## src/rtl/adcf_pkg.sv

```systemverilog
package adcf_pkg;
   typedef enum logic {
      CODE_STRAIGHT = 1'b0,
      CODE_TWOS     = 1'b1
   } code_e;

   typedef struct packed {
      logic push;
      logic pop;
      logic flush;
      logic lose;
   } fifo_op_t;
endpackage

```

## src/rtl/adcf_ctrl.sv

```systemverilog
module adcf_ctrl
   import adcf_pkg::*;
#(
   parameter int DEPTH = 16,
   localparam int PTR_W = $clog2(DEPTH),
   localparam int CNT_W = $clog2(DEPTH + 1)
) (
   input  logic             clk,
   input  logic             rst_n,
   input  logic             wr_valid,
   input  logic             rd_strobe,
   input  logic             clr_strobe,
   output fifo_op_t         op,
   output logic [PTR_W-1:0] wptr,
   output logic [PTR_W-1:0] rptr,
   output logic [CNT_W-1:0] count,
   output logic             ovf_flag,
   output logic             flush_pend
);
   localparam logic [CNT_W-1:0] FULL_CNT = CNT_W'(DEPTH);

   if ((1 << PTR_W) != DEPTH) begin : g_depth_chk
      $error("DEPTH must be a power of two");
   end

   logic full, empty;
   assign full  = (count == FULL_CNT);
   assign empty = (count == '0);

   always_comb begin
      op.flush = rd_strobe && flush_pend;
      op.pop   = rd_strobe && !flush_pend && !empty;
      op.push  = wr_valid && !op.flush && (!full || op.pop);
      op.lose  = wr_valid && !op.flush && full && !op.pop;
   end

   always_ff @(posedge clk or negedge rst_n) begin
      if (!rst_n) begin
         wptr       <= '0;
         rptr       <= '0;
         count      <= '0;
         ovf_flag   <= 1'b0;
         flush_pend <= 1'b0;
      end else begin
         if (op.flush) begin
            wptr  <= '0;
            rptr  <= '0;
            count <= '0;
         end else begin
            if (op.push) wptr <= wptr + 1'b1;
            if (op.pop)  rptr <= rptr + 1'b1;
            if (op.push && !op.pop)      count <= count + 1'b1;
            else if (op.pop && !op.push) count <= count - 1'b1;
         end
         if (op.lose)        ovf_flag <= 1'b1;
         else if (clr_strobe) ovf_flag <= 1'b0;
         if (clr_strobe)      flush_pend <= 1'b1;
         else if (op.flush)   flush_pend <= 1'b0;
      end
   end

   // the fill count never passes the depth
   a_r2_count_bound: assert property (@(posedge clk) disable iff (!rst_n)
      count <= FULL_CNT);
   // a write into a full queue with no read served raises the flag
   a_r3_lose_sets_ovf: assert property (@(posedge clk) disable iff (!rst_n)
      (wr_valid && full && !rd_strobe && !flush_pend) |=> ovf_flag);
   // without a clear the flag never falls
   a_r4_ovf_sticky: assert property (@(posedge clk) disable iff (!rst_n)
      (ovf_flag && !clr_strobe) |=> ovf_flag);
   // a dummy read leaves the queue empty
   a_r5_flush_empties: assert property (@(posedge clk) disable iff (!rst_n)
      (rd_strobe && flush_pend) |=> (count == '0));
   // read plus write on a full queue keeps it full
   a_r9_full_both: assert property (@(posedge clk) disable iff (!rst_n)
      (wr_valid && rd_strobe && full && !flush_pend) |=> (count == FULL_CNT));
endmodule

```

## src/rtl/adcf_store.sv

```systemverilog
module adcf_store #(
   parameter int DEPTH = 16,
   parameter int RAW_W = 12,
   localparam int PTR_W = $clog2(DEPTH)
) (
   input  logic             clk,
   input  logic             we,
   input  logic [PTR_W-1:0] wptr,
   input  logic [RAW_W-1:0] wdata,
   input  logic [PTR_W-1:0] rptr,
   output logic [RAW_W-1:0] rdata
);
   logic [DEPTH-1:0][RAW_W-1:0] rows;

   always_ff @(posedge clk) begin
      for (int i = 0; i < DEPTH; i++) begin
         if (we && (wptr == PTR_W'(i))) rows[i] <= wdata;
      end
   end

   assign rdata = rows[rptr];
endmodule

```

## src/rtl/adcf_coder.sv

```systemverilog
module adcf_coder
   import adcf_pkg::*;
#(
   parameter int RAW_W = 12,
   parameter int OUT_W = 16,
   localparam int PAD_W = OUT_W - RAW_W
) (
   input  logic [RAW_W-1:0] raw,
   input  code_e            mode,
   output logic [OUT_W-1:0] word
);
   if (RAW_W < 2) begin : g_raw_chk
      $error("RAW_W must be at least 2");
   end
   if (OUT_W < RAW_W) begin : g_out_chk
      $error("OUT_W must not be below RAW_W");
   end

   logic sign_n;
   assign sign_n = ~raw[RAW_W-1];

   if (PAD_W == 0) begin : g_nopad
      always_comb begin
         if (mode == CODE_TWOS) word = {sign_n, raw[RAW_W-2:0]};
         else                   word = raw;
      end
   end else begin : g_pad
      always_comb begin
         if (mode == CODE_TWOS) word = {{PAD_W{sign_n}}, sign_n, raw[RAW_W-2:0]};
         else                   word = {{PAD_W{1'b0}}, raw};
      end
   end
endmodule

```

## src/rtl/adc_result_fifo.sv

```systemverilog
module adc_result_fifo
   import adcf_pkg::*;
#(
   parameter int DEPTH = 16,
   parameter int RAW_W = 12,
   parameter int OUT_W = 16
) (
   input  logic             clk,
   input  logic             rst_n,
   input  logic             wr_valid,
   input  logic [RAW_W-1:0] wr_code,
   input  logic             rd_strobe,
   input  logic             clr_strobe,
   input  logic             coding_sel,
   output logic [OUT_W-1:0] rd_word,
   output logic             data_avail,
   output logic             ovf_flag
);
   localparam int PTR_W = $clog2(DEPTH);
   localparam int CNT_W = $clog2(DEPTH + 1);

   fifo_op_t         op;
   logic [PTR_W-1:0] wptr, rptr;
   logic [CNT_W-1:0] count;
   logic             flush_pend;
   logic [RAW_W-1:0] head_raw;
   logic [OUT_W-1:0] head_word;
   code_e            mode;

   assign mode = code_e'(coding_sel);

   adcf_ctrl #(.DEPTH(DEPTH)) ctrl_i (
      .clk(clk), .rst_n(rst_n), .wr_valid(wr_valid), .rd_strobe(rd_strobe),
      .clr_strobe(clr_strobe), .op(op), .wptr(wptr), .rptr(rptr),
      .count(count), .ovf_flag(ovf_flag), .flush_pend(flush_pend));

   adcf_store #(.DEPTH(DEPTH), .RAW_W(RAW_W)) store_i (
      .clk(clk), .we(op.push), .wptr(wptr), .wdata(wr_code),
      .rptr(rptr), .rdata(head_raw));

   adcf_coder #(.RAW_W(RAW_W), .OUT_W(OUT_W)) coder_i (
      .raw(head_raw), .mode(mode), .word(head_word));

   always_ff @(posedge clk or negedge rst_n) begin
      if (!rst_n)      rd_word <= '0;
      else if (op.pop) rd_word <= head_word;
   end

   assign data_avail = (count != '0);

   // an empty read leaves the output word alone
   a_r8_empty_read_stable: assert property (@(posedge clk) disable iff (!rst_n)
      (rd_strobe && !data_avail) |=> $stable(rd_word));
   // a dummy read leaves the output word alone
   a_r5_dummy_keeps_word: assert property (@(posedge clk) disable iff (!rst_n)
      (rd_strobe && flush_pend) |=> $stable(rd_word));
   // a two's complement read gives a properly sign-extended word
   a_r7_sign_ext: assert property (@(posedge clk) disable iff (!rst_n)
      (rd_strobe && data_avail && !flush_pend && coding_sel) |=>
      (rd_word[OUT_W-1:RAW_W-1] == '0 || rd_word[OUT_W-1:RAW_W-1] == '1));
endmodule

```

## config.mk

```make
export PLATFORM = sky130hd
export DESIGN_NAME = adc_result_fifo
export DESIGN_NICKNAME = d
export VERILOG_FILES = /design/src/rtl/adcf_pkg.sv /design/src/rtl/adcf_ctrl.sv /design/src/rtl/adcf_store.sv /design/src/rtl/adcf_coder.sv /design/src/rtl/adc_result_fifo.sv
export SDC_FILE = /design/constraint.sdc
export NUM_CORES = 1
export LEC_CHECK = 0
export ABC_CLOCK_PERIOD_IN_PS = 8800
export BUFFER_PORTS_ARGS = -buffer_cell sky130_fd_sc_hd__buf_2
export CAP_MARGIN = 0
export CORE_MARGIN = 1
export CORE_UTILIZATION = 55
export DETAILED_ROUTE_END_ITERATION = 8
export GPL_TIMING_DRIVEN = 0
export PLACE_DENSITY = 0.8
export SYNTH_ARGS = -nofsm -noshare
export SYNTH_HDL_FRONTEND = slang
export SYNTH_SLANG_ARGS = --single-unit
```

## constraint.sdc

```tcl
create_clock -name clk -period 8.8 [get_ports clk]
set_input_delay 0.88 -clock clk [delete_from_list [all_inputs] [get_ports clk]]
set_output_delay 0.88 -clock clk [all_outputs]
set_load 0.1 [all_outputs]
```

# Word level (Yosys, flattened, before mapping)

Index checks and enable logic that the tools add are counted.

$add $sub $neg: 4
Multipliers: 0
Divide/modulo/power cells: 0
Order comparisons: 1
Equal/unequal tests: 16
Shift-type cells: 0
Muxes and demuxes: 14
Bitwise gates (word level): 1
Reduce and logical (&&, ||, !) cells: 40

Operator list:

| cell                  | count |
|---|---|
| $bmux W12 S4          | 1 |
| $eq A4 B4 Y1 const B  | 8 |
| $logic_and A1 B1 Y1   | 25 |
| $eq A4 B3 Y1 const B  | 4 |
| $mux W16              | 1 |
| $mux W4               | 4 |
| $mux W5               | 3 |
| $mux W12              | 1 |
| $add A4 B1 Y4 const B | 2 |
| $eq A4 B2 Y1 const B  | 2 |
| $reduce_bool A2 Y1    | 4 |
| $logic_not A1 Y1      | 6 |
| $add A5 B1 Y5 const B | 1 |
| $eq A5 B5 Y1 const B  | 1 |
| $logic_not A5 Y1      | 1 |
| $lt A4 B5 Y1 const B  | 1 |
| $reduce_bool A5 Y1    | 1 |
| $sub A5 B1 Y5 const B | 1 |
| $eq A4 B1 Y1 const B  | 1 |
| $logic_not A4 Y1      | 1 |
| $mux W1               | 4 |
| $reduce_bool A3 Y1    | 1 |
| $logic_or A1 B1 Y1    | 1 |
| $not A1 Y1            | 1 |

Register bits after elaboration: 223
Latch bits: 0
Bits in writable memories: 0
Memory bits (read-only): 0
Bits of input ports: 18
Output and inout bits: 18
Logic and storage cells: 98
Memories: 0

# Logic depth before layout (Yosys ltp)

Depth after elaboration: 10
Depth in mapped cells: 12

# Cells and area by module

A second synthesis with hierarchy kept.

Cell total of the unflattened synthesis: 463
Area, all modules: 9077.5 um^2

By module, submodules not included:

| module          | times used | cells an instance | area each (um^2) |
|---|---|---|---|
| adcf_store      | 1          | 317               | 7359.6 |
| adcf_ctrl       | 1          | 92                | 930.9 |
| adc_result_fifo | 1          | 37                | 661.9 |
| adcf_coder      | 1          | 17                | 125.1 |

# Worst setup path after synthesis

Ideal clock, no wire load.

Path type: input to register
Start: input rd_strobe
End: register store_i.rows[132] in the netlist's numbering, enable pin
Arrival time: 2640 ps
Data required time: 8388 ps
Setup slack: 5747 ps
Stages: 4
Cells stage by stage: nand2_1 -> o211ai_2 -> buf_4 -> nor4_1

Word-level cells in the longest chain between the ends: 5
Elaborated cells on any way between the ends: 8
Classes of those cells: reduce/logical: 8

RTL lines:

| element                                                          | RTL line                         | source |
|---|---|---|
| start, declared                                                  | adc_result_fifo.sv:12            | `input logic rd_strobe,` |
| $logic_and A1 B1 Y1 (on tied branches)                           | adcf_ctrl.sv:31, adcf_ctrl.sv:32 |  |
| $logic_not A1 Y1 / $logic_and A1 B1 Y1 (equally long branches)   | adcf_ctrl.sv:33, adcf_ctrl.sv:32 |  |
| $logic_and A1 B1 Y1 / $logic_or A1 B1 Y1 (equally long branches) | adcf_ctrl.sv:33                  | `op.push = wr_valid && !op.flush && (!full \|\| op.pop);` |
| $logic_and A1 B1 Y1 (*)                                          | adcf_ctrl.sv:33                  |  |
| $logic_and A1 B1 Y1 (*)                                          | adcf_store.sv:17                 | `if (we && (wptr == PTR_W'(i))) rows[i] <= wdata;` |
| end signal, assigned by index                                    | adcf_store.sv:17                 |  |
| end, declared                                                    | adcf_store.sv:13                 | `logic [DEPTH-1:0][RAW_W-1:0] rows;` |

Every way passes the cells marked *; elsewhere a longest branch is shown, timed or not.
A chain may end at the register's enable or synchronous reset.

# Worst setup path after layout

Start: register ctrl_i.count[0]
End: register ctrl_i.count[4]

Word-level cells in the longest chain between the ends: 8
Elaborated cells on any way between the ends: 17
Classes of those cells: add/sub: 2; eq/ne: 1; mux: 3; reduce/logical: 11

RTL lines:

| element                                               | RTL line        | source |
|---|---|---|
| start, declared                                       | adcf_ctrl.sv:16 | `output logic [CNT_W-1:0] count,` |
| start signal, assigned                                | adcf_ctrl.sv:52 | `if (op.push && !op.pop) count <= count + 1'b1;` |
| start signal, assigned                                | adcf_ctrl.sv:53 | `else if (op.pop && !op.push) count <= count - 1'b1;` |
| branches (longest 8 deep; another with $sub A5 B1 Y5) | n/a             |  |

Parallel ways; which one is timed is not known. The select of a mux whose other input is x is not followed.

==> impl_metrics.yaml <==
outcome:
  status: "finished, final reports clean"
sta:
  finClkSkew_ps: 8.12
  hold_violations: 0
  worst_pin_slew_ps: 831
  final.setup.tns_ps: 0
  period_share_pct: 39.9
  rsz0062_at_grt: "no"
  setup_viol: 0
  slew_viol_final: 0
  slew_headroom_pct: 44.6
  final_period_minus_worst_setup_slack_ps: 3510
  fmax_ghz: 0.285
critical_path:
  critPathSlowestCell: "or4_1"
  crit_required_ps: 9230
  slowest_delay_ps: 520
  critPathBufInv: 3
  crit_type: "flop to flop"
  endpoint_kind: "flop"
  crit_chain: "or4_1, buf_2, o21ai_2, buf_2, ha_1, inv_1, fa_1, a21o_1, a21oi_1, mux2i_1, mux2i_1"
  r2r-start: "ctrl_i.count[0]"
  crit_start: "ctrl_i.count[0]"
  crit_family: "compound AO/OA/AOI/OAI gates"
  crit_arrival_ps: 3940
  crit_fanout: 10
  cp-start-kind: "flop"
die:
  die_h_um: 130
  die_area_mm2: 0.0168
  coreArea_mm2: 0.0159
  die_w_um: 130
  start_util_pct: 56.4
  rows: 46
  ios: 36
clock_tree:
  cts_buffer_depth: 3
  clk_latency_ps: 510
  clk_pin_slew_ps: 60
  hold_buffers: 0
  cts_tree: "yes"
  post_cts_resized: 0
  numClockSinks: 220
  htreeDepth: 1
  cts-root-buf: "clkbuf_16"
  post_cts_buffers: 0
  numCtsBuffers: 22
logic_synthesis:
  synthAdderAreaFrac_pct: 1.76
  synth.area.top_cells: "edfxtp_1, dfrtp_1, mux4_2"
  syn_area_mm2: 0.00896
  syn_avg_cell_area_um2: 19.7
  synthesis.nets: 485
  yosys_warnings: 0
  ys_ff_latch: 220
  synth_edf_count: 192
  synth_mux_area_share_pct: 14.8
  synth_ff_type: "edfxtp_1"
  synth_xor_area_share_pct: 0.489
  post-synth-top-area-cell: "edfxtp_1"
  synthArstFlopShare_pct: 12.7
  syn_inst: 455
  ys_seq_area_share_pct: 72.1
  synth_top_area_share_pct: 64.3
  synth_top_family_by_area: "multiplexers"
  synthSimpleGateAreaFrac_pct: 3.66
  synth-compound-area-share_pct: 4.34
  synth_cell_types: 39
final_layout:
  area_growth_pct: 12.8
  drive_above_1_share_pct: 23.4
  nets: 550
  insertedDiodeCount: 0
  fin_util_pct: 63.6
  instances_no_fill: 750
  finalInstanceArea_mm2: 0.0101
route:
  drt_iter0_markers: 486
  drtAntennaViolNets: 0
  wire_per_inst_um: 23.8
  dr.pass1.iters: 5
  routed_wl_um: 17800
  drc: 0
  vias: 4577
  drt-vias-per-instance: 6.10
placement:
  dpl_cell_area_mm2: 0.00948
  numPortBuffers: 35
  placedCellCount: 712
  gp_congestion: 0.881
  dp_hpwl_um: 11700
global_route:
  grt_antenna_before_repair: 0
  grt_start_max_net_pins: 29
  grt-ovfl-total: 0
  grt_pass1_wl_um: 27400
  track_usage_pct: 22.7
  grt_pass1_vias: 4826
pwr:
  ir_drop_mv: 0.304
  switching_power_w: 0.000996
  intPower_w: 0.00198
  swShare_pct: 33.4
  p_clk_share_pct: 27.9
  pwr-share-comb_pct: 29.5
  power_per_cell_area_mw_per_mm2: 295
  power.leakage_nw: 3.53
  pwr-share-seq_pct: 42.6
job:
  maxCapViolCount: 0
worst_hold_path:
  hp-class: "primary input to async pin"
-- power groups by stage --
stage | combinational (W) | sequential (W) | clock (W)
floorplan | 0.000497 | 0.00148 | 0
global placement | 0.000853 | 0.00128 | 0
detailed placement | 0.000880 | 0.00129 | 0
CTS | 0.000882 | 0.00127 | 0.000840
global route | 0.000929 | 0.00128 | 0.000878
finish | 0.000879 | 0.00127 | 0.000831
-- area by class of cell --
class	instances	area, um2
well taps	216	270
repair buffers	41	220
inverters	12	45.0
clock buffers	29	577
plain buffers	28	204
fillers	1100	5780
clock inverters	9	52.6
flip-flops and latches	220	6470
multi-input cells	195	2270
-- path summary, 6_finish.rpt --
| kind | endpoint | slack, ps | depth (start not counted) |
|---|---|---|---|
| worst max register to register | ctrl_i.count[4] | 5290 | 11 |
| max in group asynchronous | rd_word[3] | 7980 | 1 |
| min in group clk | rd_word[11] | 490 | 2 |
| worst max-delay path | ctrl_i.count[4] | 5290 | 11 |
| worst min register to register | rd_word[11] | 490 | 2 |
| worst min-delay path | ctrl_i.wptr[1] | 400 | 1 |
-- routing by layer --
layer	track usage (%)	share of wire, %	up-vias
li1	-	-	1973
met1	30.4	40	2351
met2	38.3	50	207
met3	3.55	7.0	46
met4	7.87	3.2	0
met5	0	0	-
-- flip-flops by register name, summed over array words and instances (netlist names) --
register           cells
store_i.rows         192
ctrl_i.ovf_flag        1
rd_word               13
ctrl_i.flush_pend      1
ctrl_i.rptr            4
ctrl_i.count           5
ctrl_i.wptr            4
-- cells by family after synthesis --
kind of cell | after synthesis
buffers and inverters | 40
AND/OR/NAND/NOR | 60
flip-flops | 220
adder cells (fa/ha/maj) | 12
XOR/XNOR | 5
AO/OA/AOI/OAI | 54
multiplexers | 64
-- metrics by stage --
step	setup slack, ps	hold WS (ps)	total power, W
floorplan	5750	486	0.00197
global placement	4380	460	0.00214
detailed placement	5200	485	0.00217
CTS	5330	405	0.00299
global route	5160	446	0.00308
finish	5290	395	0.00298
-- synthesized netlist by cell type (all sizes together), types with 4 or more instances --
library cell and instances:
a211o 11, a21oi 13, a22o 11, and2 14
buf 22, clkbuf 6, dfrtp 28, edfxtp 192
ha 11, inv 12, mux2i 14, mux4 49
nand2 5, nand3 6, nor2 9, nor2b 12
nor3 5, nor4 4, o211ai 4, o21ai 8
-- worst reg2reg max path, delay by kind of cell (launching register included) --
family | cells | cell delay (ps)
flops | 1 | 440
simple gates | 1 | 520
mux | 2 | 470
buf+inv | 3 | 620
fa+ha+maj | 2 | 650
compound gates | 3 | 740
-- cell usage in the layout, fill, tap and decap left out, types with 4 or more instances in the layout --
master     Yosys  routed
ha_1          11      11
a21oi_1       13      13
a22o_1        11      11
nand2_1        5       5
clkbuf_16      0      22
nand3_1        6       6
clkbuf_1       6      13
a211o_1       11      11
clkinv_1       0       5
o21ai_0        7       7
buf_4          6      12
nor3_1         5       5
mux4_1        20      20
nor4_2         0       4
mux4_2        29      29
nor2b_1       12      12
dfrtp_1       28      28
nor2_1         9       9
mux2i_1       14      14
inv_1         12      12
buf_2          9      44
and2_1        14      14
edfxtp_1     192     192
No activity file was read; power rests on OpenSTA's default activity.
